`src/rtl/ahb_brg_pkg.sv`:
```
package ahb_brg_pkg;

   typedef enum logic [2:0] {
      ST_IDLE,
      ST_WDAT,
      ST_LAUNCH,
      ST_SADDR,
      ST_SDATA,
      ST_ERR1,
      ST_ERR2
   } brg_state_e;

   localparam logic [1:0] TR_IDLE = 2'b00;
   localparam logic [1:0] TR_BUSY = 2'b01;
   localparam logic [1:0] TR_NSEQ = 2'b10;
   localparam logic [1:0] TR_SEQ  = 2'b11;

   function automatic logic tr_starts(input logic [1:0] tr);
      return (tr == TR_NSEQ) || (tr == TR_SEQ);
   endfunction

endpackage

```
`src/rtl/ahb_brg_tick.sv`:
```
module ahb_brg_tick #(
   parameter int RATIO = 1
) (
   input  logic clk,
   input  logic rst_n,
   input  logic run_i,
   output logic tick_o
);
   localparam int CW = (RATIO > 1) ? $clog2(RATIO) : 1;
   localparam logic [CW-1:0] LAST = CW'(RATIO - 1);

   logic [CW-1:0] cnt_q;

   always_ff @(posedge clk or negedge rst_n) begin
      if (!rst_n) begin
         cnt_q <= '0;
      end else if (!run_i || (cnt_q == LAST)) begin
         cnt_q <= '0;
      end else begin
         cnt_q <= cnt_q + 1'b1;
      end
   end

   assign tick_o = run_i && (cnt_q == LAST);

   // ticks are never adjacent when the ratio is above 1
   p_tick_gap_r1: assert property (@(posedge clk) disable iff (!rst_n)
      (tick_o && (RATIO > 1)) |=> !tick_o);

endmodule

```
`src/rtl/ahb_brg_thru.sv`:
```
module ahb_brg_thru #(
   parameter int AW = 20,
   parameter int DW = 32
) (
   input  logic [AW-1:0] m_haddr_i,
   input  logic [1:0]    m_htrans_i,
   input  logic          m_hwrite_i,
   input  logic [1:0]    m_hsize_i,
   input  logic          m_hlock_i,
   input  logic [DW-1:0] m_hwdata_i,
   output logic [DW-1:0] m_hrdata_o,
   output logic          m_hready_o,
   output logic          m_hresp_o,
   output logic          s_tick_o,
   output logic [AW-1:0] s_haddr_o,
   output logic [1:0]    s_htrans_o,
   output logic          s_hwrite_o,
   output logic [1:0]    s_hsize_o,
   output logic          s_hlock_o,
   output logic [DW-1:0] s_hwdata_o,
   input  logic [DW-1:0] s_hrdata_i,
   input  logic          s_hreadyout_i,
   input  logic          s_hresp_i,
   output logic          s_hready_o
);
   assign s_tick_o   = 1'b1;
   assign s_haddr_o  = m_haddr_i;
   assign s_htrans_o = m_htrans_i;
   assign s_hwrite_o = m_hwrite_i;
   assign s_hsize_o  = m_hsize_i;
   assign s_hlock_o  = m_hlock_i;
   assign s_hwdata_o = m_hwdata_i;
   assign s_hready_o = s_hreadyout_i;
   assign m_hrdata_o = s_hrdata_i;
   assign m_hready_o = s_hreadyout_i;
   assign m_hresp_o  = s_hresp_i;
endmodule

```
`src/rtl/ahb_brg_pipe.sv`:
```
module ahb_brg_pipe
   import ahb_brg_pkg::*;
#(
   parameter int AW    = 20,
   parameter int DW    = 32,
   parameter int RATIO = 1
) (
   input  logic          clk,
   input  logic          rst_n,
   input  logic [AW-1:0] m_haddr_i,
   input  logic [1:0]    m_htrans_i,
   input  logic          m_hwrite_i,
   input  logic [1:0]    m_hsize_i,
   input  logic          m_hlock_i,
   input  logic [DW-1:0] m_hwdata_i,
   output logic [DW-1:0] m_hrdata_o,
   output logic          m_hready_o,
   output logic          m_hresp_o,
   output logic          s_tick_o,
   output logic [AW-1:0] s_haddr_o,
   output logic [1:0]    s_htrans_o,
   output logic          s_hwrite_o,
   output logic [1:0]    s_hsize_o,
   output logic          s_hlock_o,
   output logic [DW-1:0] s_hwdata_o,
   input  logic [DW-1:0] s_hrdata_i,
   input  logic          s_hreadyout_i,
   input  logic          s_hresp_i,
   output logic          s_hready_o
);
   brg_state_e    state_q, state_d;
   logic [AW-1:0] addr_q;
   logic [1:0]    size_q;
   logic          wr_q;
   logic          lock_q;
   logic [DW-1:0] wdata_q;
   logic [DW-1:0] rdata_q;
   logic [1:0]    strans_q;
   logic          tick;
   logic          run;
   logic          open_slot;
   logic          accept;
   logic          slv_done;

   assign run       = (state_q == ST_LAUNCH) || (state_q == ST_SADDR) || (state_q == ST_SDATA);
   assign open_slot = (state_q == ST_IDLE) || (state_q == ST_ERR2);
   assign accept    = open_slot && tr_starts(m_htrans_i);
   assign slv_done  = (state_q == ST_SDATA) && tick && s_hreadyout_i;

   ahb_brg_tick #(.RATIO(RATIO)) tick_i (
      .clk    (clk),
      .rst_n  (rst_n),
      .run_i  (run),
      .tick_o (tick)
   );

   always_comb begin
      state_d = state_q;
      unique case (state_q)
         ST_IDLE, ST_ERR2: state_d = accept ? ST_WDAT : ST_IDLE;
         ST_WDAT:          state_d = ST_LAUNCH;
         ST_LAUNCH:        state_d = tick ? ST_SADDR : ST_LAUNCH;
         ST_SADDR:         state_d = tick ? ST_SDATA : ST_SADDR;
         ST_SDATA:         if (slv_done) state_d = s_hresp_i ? ST_ERR1 : ST_IDLE;
         ST_ERR1:          state_d = ST_ERR2;
         default:          state_d = ST_IDLE;
      endcase
   end

   always_ff @(posedge clk or negedge rst_n) begin
      if (!rst_n) begin
         state_q  <= ST_IDLE;
         addr_q   <= '0;
         size_q   <= '0;
         wr_q     <= 1'b0;
         lock_q   <= 1'b0;
         wdata_q  <= '0;
         rdata_q  <= '0;
         strans_q <= TR_IDLE;
      end else begin
         state_q <= state_d;
         if (accept) begin
            addr_q <= m_haddr_i;
            size_q <= m_hsize_i;
            wr_q   <= m_hwrite_i;
            lock_q <= m_hlock_i;
         end
         if (state_q == ST_WDAT) begin
            wdata_q <= m_hwdata_i;
         end
         if (slv_done) begin
            rdata_q <= s_hrdata_i;
         end
         if ((state_q == ST_LAUNCH) && tick) begin
            strans_q <= TR_NSEQ;
         end else if ((state_q == ST_SADDR) && tick) begin
            strans_q <= TR_IDLE;
         end
      end
   end

   assign m_hready_o = open_slot;
   assign m_hresp_o  = (state_q == ST_ERR1) || (state_q == ST_ERR2);
   assign m_hrdata_o = rdata_q;
   assign s_tick_o   = tick;
   assign s_haddr_o  = addr_q;
   assign s_htrans_o = strans_q;
   assign s_hwrite_o = wr_q;
   assign s_hsize_o  = size_q;
   assign s_hlock_o  = lock_q;
   assign s_hwdata_o = wdata_q;
   assign s_hready_o = s_hreadyout_i;

   // one slave address phase per transfer, closed at the next tick
   p_one_addr_r5: assert property (@(posedge clk) disable iff (!rst_n)
      (s_htrans_o[1] && s_tick_o) |=> !s_htrans_o[1]);

   // slave address phase holds between ticks
   p_addr_hold_r1: assert property (@(posedge clk) disable iff (!rst_n)
      (s_htrans_o[1] && !s_tick_o) |=> (s_htrans_o[1] && $stable(s_haddr_o)));

   // master is stalled while the slave address phase is out
   p_stall_r4: assert property (@(posedge clk) disable iff (!rst_n)
      s_htrans_o[1] |-> !m_hready_o);

   // error is relayed as two cycles
   p_err_pair_r8: assert property (@(posedge clk) disable iff (!rst_n)
      (m_hresp_o && !m_hready_o) |=> (m_hresp_o && m_hready_o));

   // idle or busy on the master leaves the slave bus idle
   p_idle_r6: assert property (@(posedge clk) disable iff (!rst_n)
      (m_hready_o && !m_htrans_i[1]) |=> (s_htrans_o == TR_IDLE));

endmodule

```
`src/rtl/ahb_reg_bridge.sv`:
```
module ahb_reg_bridge #(
   parameter int AW     = 20,
   parameter int DW     = 32,
   parameter int RATIO  = 1,
   parameter bit BYPASS = 1'b0
) (
   input  logic          clk,
   input  logic          rst_n,
   input  logic [AW-1:0] m_haddr,
   input  logic [1:0]    m_htrans,
   input  logic          m_hwrite,
   input  logic [1:0]    m_hsize,
   input  logic          m_hlock,
   input  logic [DW-1:0] m_hwdata,
   output logic [DW-1:0] m_hrdata,
   output logic          m_hready,
   output logic          m_hresp,
   output logic          s_tick,
   output logic [AW-1:0] s_haddr,
   output logic [1:0]    s_htrans,
   output logic          s_hwrite,
   output logic [1:0]    s_hsize,
   output logic          s_hlock,
   output logic [DW-1:0] s_hwdata,
   input  logic [DW-1:0] s_hrdata,
   input  logic          s_hreadyout,
   input  logic          s_hresp,
   output logic          s_hready
);
   localparam bit USE_THRU = BYPASS && (RATIO == 1);

   if (!((RATIO == 1) || (RATIO == 2) || (RATIO == 4))) begin : g_bad_ratio
      $error("ahb_reg_bridge: RATIO must be 1, 2 or 4");
   end
   if ((AW < 8) || (DW < 8)) begin : g_bad_width
      $error("ahb_reg_bridge: AW and DW must be at least 8");
   end

   if (USE_THRU) begin : g_thru
      ahb_brg_thru #(.AW(AW), .DW(DW)) core_i (
         .m_haddr_i     (m_haddr),
         .m_htrans_i    (m_htrans),
         .m_hwrite_i    (m_hwrite),
         .m_hsize_i     (m_hsize),
         .m_hlock_i     (m_hlock),
         .m_hwdata_i    (m_hwdata),
         .m_hrdata_o    (m_hrdata),
         .m_hready_o    (m_hready),
         .m_hresp_o     (m_hresp),
         .s_tick_o      (s_tick),
         .s_haddr_o     (s_haddr),
         .s_htrans_o    (s_htrans),
         .s_hwrite_o    (s_hwrite),
         .s_hsize_o     (s_hsize),
         .s_hlock_o     (s_hlock),
         .s_hwdata_o    (s_hwdata),
         .s_hrdata_i    (s_hrdata),
         .s_hreadyout_i (s_hreadyout),
         .s_hresp_i     (s_hresp),
         .s_hready_o    (s_hready)
      );
   end else begin : g_pipe
      ahb_brg_pipe #(.AW(AW), .DW(DW), .RATIO(RATIO)) core_i (
         .clk           (clk),
         .rst_n         (rst_n),
         .m_haddr_i     (m_haddr),
         .m_htrans_i    (m_htrans),
         .m_hwrite_i    (m_hwrite),
         .m_hsize_i     (m_hsize),
         .m_hlock_i     (m_hlock),
         .m_hwdata_i    (m_hwdata),
         .m_hrdata_o    (m_hrdata),
         .m_hready_o    (m_hready),
         .m_hresp_o     (m_hresp),
         .s_tick_o      (s_tick),
         .s_haddr_o     (s_haddr),
         .s_htrans_o    (s_htrans),
         .s_hwrite_o    (s_hwrite),
         .s_hsize_o     (s_hsize),
         .s_hlock_o     (s_hlock),
         .s_hwdata_o    (s_hwdata),
         .s_hrdata_i    (s_hrdata),
         .s_hreadyout_i (s_hreadyout),
         .s_hresp_i     (s_hresp),
         .s_hready_o    (s_hready)
      );
   end

endmodule

```
`config.mk`:
```
export PLATFORM = sky130hd
export DESIGN_NAME = ahb_reg_bridge
export DESIGN_NICKNAME = d
export VERILOG_FILES = /design/src/rtl/ahb_brg_pkg.sv /design/src/rtl/ahb_brg_tick.sv /design/src/rtl/ahb_brg_thru.sv /design/src/rtl/ahb_brg_pipe.sv /design/src/rtl/ahb_reg_bridge.sv
export SDC_FILE = /design/constraint.sdc
export NUM_CORES = 1
export LEC_CHECK = 0
export BUFFER_PORTS_ARGS = -buffer_cell sky130_fd_sc_hd__buf_4
export CORE_MARGIN = 3
export CORE_UTILIZATION = 49
export DETAILED_ROUTE_END_ITERATION = 8
export PLACE_DENSITY = 0.82
export SLEW_MARGIN = 20
export SYNTH_ARGS = -nofsm -noshare
export SYNTH_HDL_FRONTEND = slang
export SYNTH_SLANG_ARGS = --single-unit
```
`constraint.sdc`:
```
create_clock -name clk -period 3.21 [get_ports clk]
set_input_delay 0.1605 -clock clk [delete_from_list [all_inputs] [get_ports clk]]
set_output_delay 0.1605 -clock clk [all_outputs]
set_load 0.03 [all_outputs]
```
==> metrics list, run 1 <==
* Run status: finished clean
* Layout cell share with drive strength beyond 1: 68.5%
* Worst-case clock buffer depth: 2
* CP arrival: 2.26 ns
- Worst reg2reg path startpoint: g_pipe.core_i.state_q[1]
- Area of the core: between 7000 and 8000 sq um
- TritonCTS built the clock tree.
- Number of gates resized after cts: 0
* Antenna violations before repair: 0
- Once detail routing completed, the nets flagged for antenna violations numbered 0.
- Setup repair after global routing left no endpoint under its margin.
- Ranked by total cell area, the synthesized netlist is headed by dfrtp_1 (62%), mux2_2 (20%), mux2_4 (8.0%).
* Count of final hold-check violations: 0
- The endpoint identified for the worst register-to-register timing path is g_pipe.core_i.s_hsize_o[1].
- The floorplan step defined a die boundary enclosing 8790 sq um.
- Gpl congestion: 0.739
* Static Leak: 0.00272 uW
- Worst-case hold slack: 0.0377 ns
- Worst hold path startpoint: m_hwdata[29]
- Clock latency reported for the late side of the worst-skew pair: approximately 0.34 ns
- Total DRC errors in the routed layout: 0
- From synthesis to final layout, the design area changed by 42.1%.
- In the synthesized netlist, the number of instances is roughly 240.
* Die Width: between 90 and 100 microns
- CTS Sinks: 93
* Post-Synth Simple-Gate Area: 3.75%
* Count of final max-slew check failures: 0
- Count of input and output buffers: 185
* Routed len/inst: 16.1 microns
* Reg2Reg Depth: 4
- The first detailed-routing pass took 4 iterations.
- Total congestion overflow after global routing: 0
- Setup Viol. Count Final: 0
- Final critical delay including setup and external delays: 2.03 ns
- Global-route total usage across every layer: about a fifth
- STA classifies the critical path startpoint as a register.
- Clock transition at the register clock pins on the worst setup and hold paths after CTS: 0.08 ns
- In this run, synthesis inferred 0 flip-flops with an integrated enable.
* Top FF cell, synth: dfrtp_1
* Largest family of logic cells by synthesized area: multiplexers
- Crit path capture type: register
* Number of global-route vias before repair: approximately 2600
- Count of cells along the worst hold path: 2
* Post-Synth XOR/XNOR Area: less than 1%
- H-Tree Level Count: 3
* Nets: approximately 520
- Type of the most critical hold path: in -> reg
* Adder-cell share of the synthesized area: 0.332%
- Summing the areas of all compound-gate instances in the mapped netlist gives 1.66% of the synthesized area.
- Dividing the detail-routed via count by the number of cells gives 4.90.
* Number of fill cells in the layout: 522
- Number of violations of the max-capacitance limit: 0
* Leading cell types by count after synthesis: dfrtp_1 (93), mux2_2 (66), mux2_4 (20), nor2_1 (8), buf_2 (7)
- Worst Max-Slew Pin Slew: 0.859 ns
- The detailed router finished its first iteration with 72 violations.
- For this run, asynchronously set or reset flops after synthesis account for 100%.
- Post-route clock period utilization: around 63%
- Post-synthesis cell type count: 29
- Count leader, synth: dfrtp_1
- On the final layout, the worst clock skew is 0.0106 ns.
- PnR worst setup slack: 1.18 ns
- After synthesis, flip-flops and latches occupy 61.7% of the total area.
- Yosys top cell area share: 61.7%
* Top cell type by total area after synthesis: dfrtp_1
* Post-place instance area: 5200 sq um
* Worst IR Drop VDD: around 0.00052 V
- Synth Warn #: 0
* Total number of vias: roughly 2600
- Multiplexer share of the synthesized area: 28.8%
* Pin count of the biggest net entering global routing: 72
- Clk root buf: clkbuf_8
* Die extent in y: 93.8 microns
* Number of antenna diodes: 0
* Power Dens Cells: between 1000 and 1500 nW/um^2
* Inserted Clock Buffers: 9
* Minimum setup slack after placement: 1.17 ns
- Wire length of the first global-routing pass: 12.8 mm
* Type of the worst setup path: reg -> reg
* Critical Path Fanout Max: 24
* Critical path data required time: 3.44 ns
- Flip-flop and latch count after synthesis: 93
* Maximum achievable frequency: 491 MHz
- After floorplanning, the core was divided into 31 placement rows.
- Netlist Area Pre-Place: 3770 sq um
* Hold Path Sink: g_pipe.core_i.s_hwdata_o[29]
* R2R Setup Slk: 1.18 ns
* DP Wirelength: 6.28 mm
* Setup TNS: 0 ns
- After synthesis, the mean cell area works out to ~16 sq um.
* Starting density of the core: about 50%
- Pin placement for this block handled around 190 I/O pins.
- Measured against its own limit, the worst slew margin works out to 42.7%.
* Final standard cell area without fillers: around 5400 sq um
- Total Routed Length: 8.43 mm
## worst max-delay path, cell delays in order (launching register included)
cell	delay, ns
dfrtp_1	0.70
nor2b_1	0.15
nor3_2	0.23
and2_4	0.45
mux2_2	0.39
## how the worst max path moves through the flow
stage,depth (start not counted),startpoint,to,slack [ns]
after global placement,4,g_pipe.core_i.state_q[1],g_pipe.core_i.s_haddr_o[19],1.23
after CTS,4,g_pipe.core_i.state_q[1],g_pipe.core_i.s_hsize_o[1],1.17
after global routing,4,g_pipe.core_i.state_q[1],g_pipe.core_i.s_haddr_o[19],1.06
after detailed placement,4,g_pipe.core_i.state_q[1],g_pipe.core_i.s_hsize_o[1],1.17
after floorplan,7,g_pipe.core_i.state_q[2],g_pipe.core_i.s_haddr_o[0],1.21
final,4,g_pipe.core_i.state_q[1],g_pipe.core_i.s_hsize_o[1],1.18
## final cells by class
cell class,count,area (sq um),area share [%]
flip-flops and latches,93,2330,43.4
clock inverters,2,12.5,0.233
inverters,3,11.3,0.210
repair buffers,189,1420,26.5
multi-input cells,127,1330,24.7
clock buffers,11,141,2.64
well taps,99,124,2.31
## what timing repair did
action                                 in CTS  in global routing
endpoints found under the hold margin      69                  0
setup buffers                               0                  0
hold buffers                                1                  0
## routing by layer
metal  vias to the layer above  share of wire [%]  track usage (%)
met2                        99                 52             32.5
met5                         -                  0                0
met3                        19                6.8             4.57
met1                      1266                 38             22.2
met4                         0                3.1             9.51
li1                       1185                  -                -
## per-stage QoR
stage / utilization [%] / total power [uW] / std cells
final: 72.8 / 5580 / 524
after global placement: 70.5 / 4900 / 510
after global routing: 72.8 / 5870 / 524
after floorplan: - / 3910 / 237
after detailed placement: 70.5 / 4970 / 510
after CTS: 72.8 / 5640 / 524
## state kept, by name, indices dropped and copies added (netlist names)
register,flops
g_pipe.core_i.s_hwrite_o,1
g_pipe.core_i.s_hsize_o,2
g_pipe.core_i.s_haddr_o,20
g_pipe.core_i.s_hlock_o,1
g_pipe.core_i.tick_i.cnt_q,1
g_pipe.core_i.s_htrans_o,1
g_pipe.core_i.s_hwdata_o,32
g_pipe.core_i.state_q,3
g_pipe.core_i.m_hrdata_o,32
## kinds of logic after synthesis
kind of cell    after synthesis
fa+ha+maj                     1
buf+inv                      17
other cells                   1
flops                        93
mux                          90
simple gates                 23
xor+xnor                      1
compound gates               10
## cell usage in the layout, fill, tap and decap left out, drive strengths merged
cell type,netlist,final
buf,14,188
dfrtp,93,93
mux2,88,88
clkbuf,0,11
nor2,8,8
nor2b,5,5
nor3,5,5
inv,3,3
nand2b,2,2
a21oi,2,2
o21ai,2,2
mux2i,2,2
o21a,2,2
conb,1,2
xnor2,1,1
and2,1,1
o31ai,1,1
and3,1,1
a211oi,1,1
a31oi,1,1
nand2,1,1
o22ai,1,1
ha,1,1
clkinvlp,0,1
clkinv,0,1
dlygate4sd3,0,1
## power breakdown
part | switching, uW | leakage, uW | internal (uW)
registers | 301 | 0.00115 | 1670
clock network | 364 | 0.0000771 | 289
logic | 1620 | 0.00149 | 1330
total | 2280 | 0.00272 | 3290
Power figures use the tool's default switching activity.
==> run 2: changes to the inputs <==
Settings changed: CORE_UTILIZATION 49 to 46, PLACE_DENSITY 0.82 to 0.77.
Clock period 3.21 ns to 1.9 ns, I/O delays scaled along.
==> metrics list, run 2 (synthesized netlist as in run 1, its figures left out) <==
* Global-route total usage across every layer: between 20% and 30%
- Worst Setup Start Kind: register
- Static Leak: 0.00314 uW
- Setup repair after global routing left no endpoint under its margin.
- Measured along the x axis, the die boundary spans roughly 97 microns.
- The number of failing hold endpoints at the final stage was 0.
- Power Dens Cells: 1550 nW/um^2
* Minimum setup slack after placement: 0.185 ns
- Entering global routing, the biggest net connects 39 pins.
* Number of antenna diodes: 0
- Die footprint: 9330 sq um
- CP arrival: 1.65 ns
* Critical path data required time: 1.80 ns
* Worst-case clock buffer depth: 2
- First-pass iteration count of the detailed router: 4
- Clock skew on the completed layout was measured at 0.0128 ns.
- Leaving out fill and tap cells, the most frequent cells in the layout are buf_4 (191), dfrtp_1 (93), dlygate4sd3_1 (89).
- After detailed routing, the number of vias per cell comes to 4.72.
- For this configuration, the core starts out at a cell density of 48.1%.
- The number of global-route vias before repair was 3151.
* Worst IR Drop VDD: ~0.00088 V
- Type of the worst setup path: reg -> out
- Top-level port count: about 190
* Crit path capture type: output pin
- Clock tree from TritonCTS: built
* Inserted Clock Buffers: 9
- The cell family contributing the most delay on the critical path is flip-flops.
* Setup crit start: g_pipe.core_i.state_q[2]
* Total congestion overflow after global routing: 0
* Layout cell share with drive strength beyond 1: roughly 57%
- The worst register-to-register path begins at g_pipe.core_i.state_q[2].
* Type of the most critical hold path: in -> reg
* Nets: 612
- The routed layout has 2947 vias.
- Max-cap violations in this run came to 0.
- Timing would allow up to 574 MHz.
- Setup violations remaining at the end of the flow were counted as 0.
- Bufs and invs on worst path: 2
- Total DRC errors in the routed layout: 0
* Antenna violations before repair: 0
- Clock-pin slew was measured on the worst setup and hold paths at 0.08 ns.
- Final critical delay including setup and external delays: 1.74 ns
- Worst hold path startpoint: s_hresp
- Leaving out fill and tap cells, the most frequent cell in the layout is buf_4.
- The total count of max-transition violations in the final report came to 0.
* Signed area change from the synthesized netlist to the final layout: 68.6%
- Cell with the most instances on the worst path: nor2_1
- Input and output buffers added on the ports amount to 185.
* Wire length of the first global-routing pass: 14.9 mm
- H-Tree Level Count: 3
- Total Routed Length: 9.86 mm
- Clk root buf: clkbuf_8
- The clock drives a little over 90 sinks.
* Placement Rows: 32
- The later pin in the worst-skew pair is clocked with a latency of 0.34 ns.
- Cell with the largest stage delay on the worst path: dfrtp_1
- Dividing the detail-routed wire length by the instance count gives 15.8 microns.
- Setup slack closes at 0.158 ns.
- Crit-path max cell delay: 0.55 ns
* Run status: finished clean
- Post-route clock period utilization: 91.7%
- Detailed Route Iter0 Violations: slightly below 80
* Cell chain of the critical path: inv_1 > nor3_4 > nor2_1 > nor2_1 > buf_4
- Residual antenna-violating net count after detailed routing: 0
* Die extent in y: 96.6 microns
* DP Wirelength: approximately 6.4 mm
* Setup TNS: 0 ns
- Gpl congestion: just over 0.8
- Along the worst path, the maximum fanout reaches 10.
* Area of the core: 7850 sq um
run 2: worst paths after layout:
path	end	depth (start not counted)	slack, ns
min reg2reg	g_pipe.core_i.s_hwdata_o[26]	1	0.50
min	g_pipe.core_i.state_q[2]	4	0.16
min in group asynchronous	g_pipe.core_i.s_hwdata_o[19]	2	0.26
max	s_tick	5	0.16
max in group asynchronous	g_pipe.core_i.m_hrdata_o[27]	3	1.00
max reg2reg	g_pipe.core_i.s_haddr_o[19]	5	0.17
run 2: power breakdown:
group	total [uW]	internal, uW	switching, uW
combinational	5350	2470	2880
clock	1190	547	645
sequential	3310	2830	480
run 2: through the flow:
step	area [sq um]	power [uW]	cells	hold WS [ns]	utilization, %
6_report	6360	9850	624	0.160	81.1
4_1_cts	6360	9880	624	0.140	81.1
3_3_place_gp	5290	8390	519	0.0771	67.4
2_1_floorplan	3780	6620	237	-0.201	-
5_1_grt	6360	10300	624	0.160	81.1
3_5_place_dp	5290	8510	519	0.0856	67.4
run 2: final cells by class:
type                    instances  area (sq um)
clock buffers                  13           159
clock inverters                 3          20.0
fillers                       458          1490
inverters                       3          11.3
multi-input cells             127          1330
flip-flops and latches         93          2330
well taps                     102           128
repair buffers                283          2380
run 2: worst min-delay path: stages:
cell	delay, ns
buf_4	0.09
o21a_1	0.12
nor2_1	0.05
o22ai_1	0.11
run 2: timing repair:
item | in CTS | in global routing
buffers inserted | 0 | 0
resized for setup | 0 | 0
endpoints found under the hold margin | 122 | 0
hold buffers | 89 | 0
run 2: routing by layer:
metal  up-vias  wire [microns]  part of all wire [%]  global-route usage [%]
li1       1386               -                     -                       -
met4         0             266                   2.7                    10.7
met1      1434            3580                    36                    23.1
met3        19             627                   6.4                    4.88
met5         -               0                     0                       0
met2       108            5380                    55                    39.5
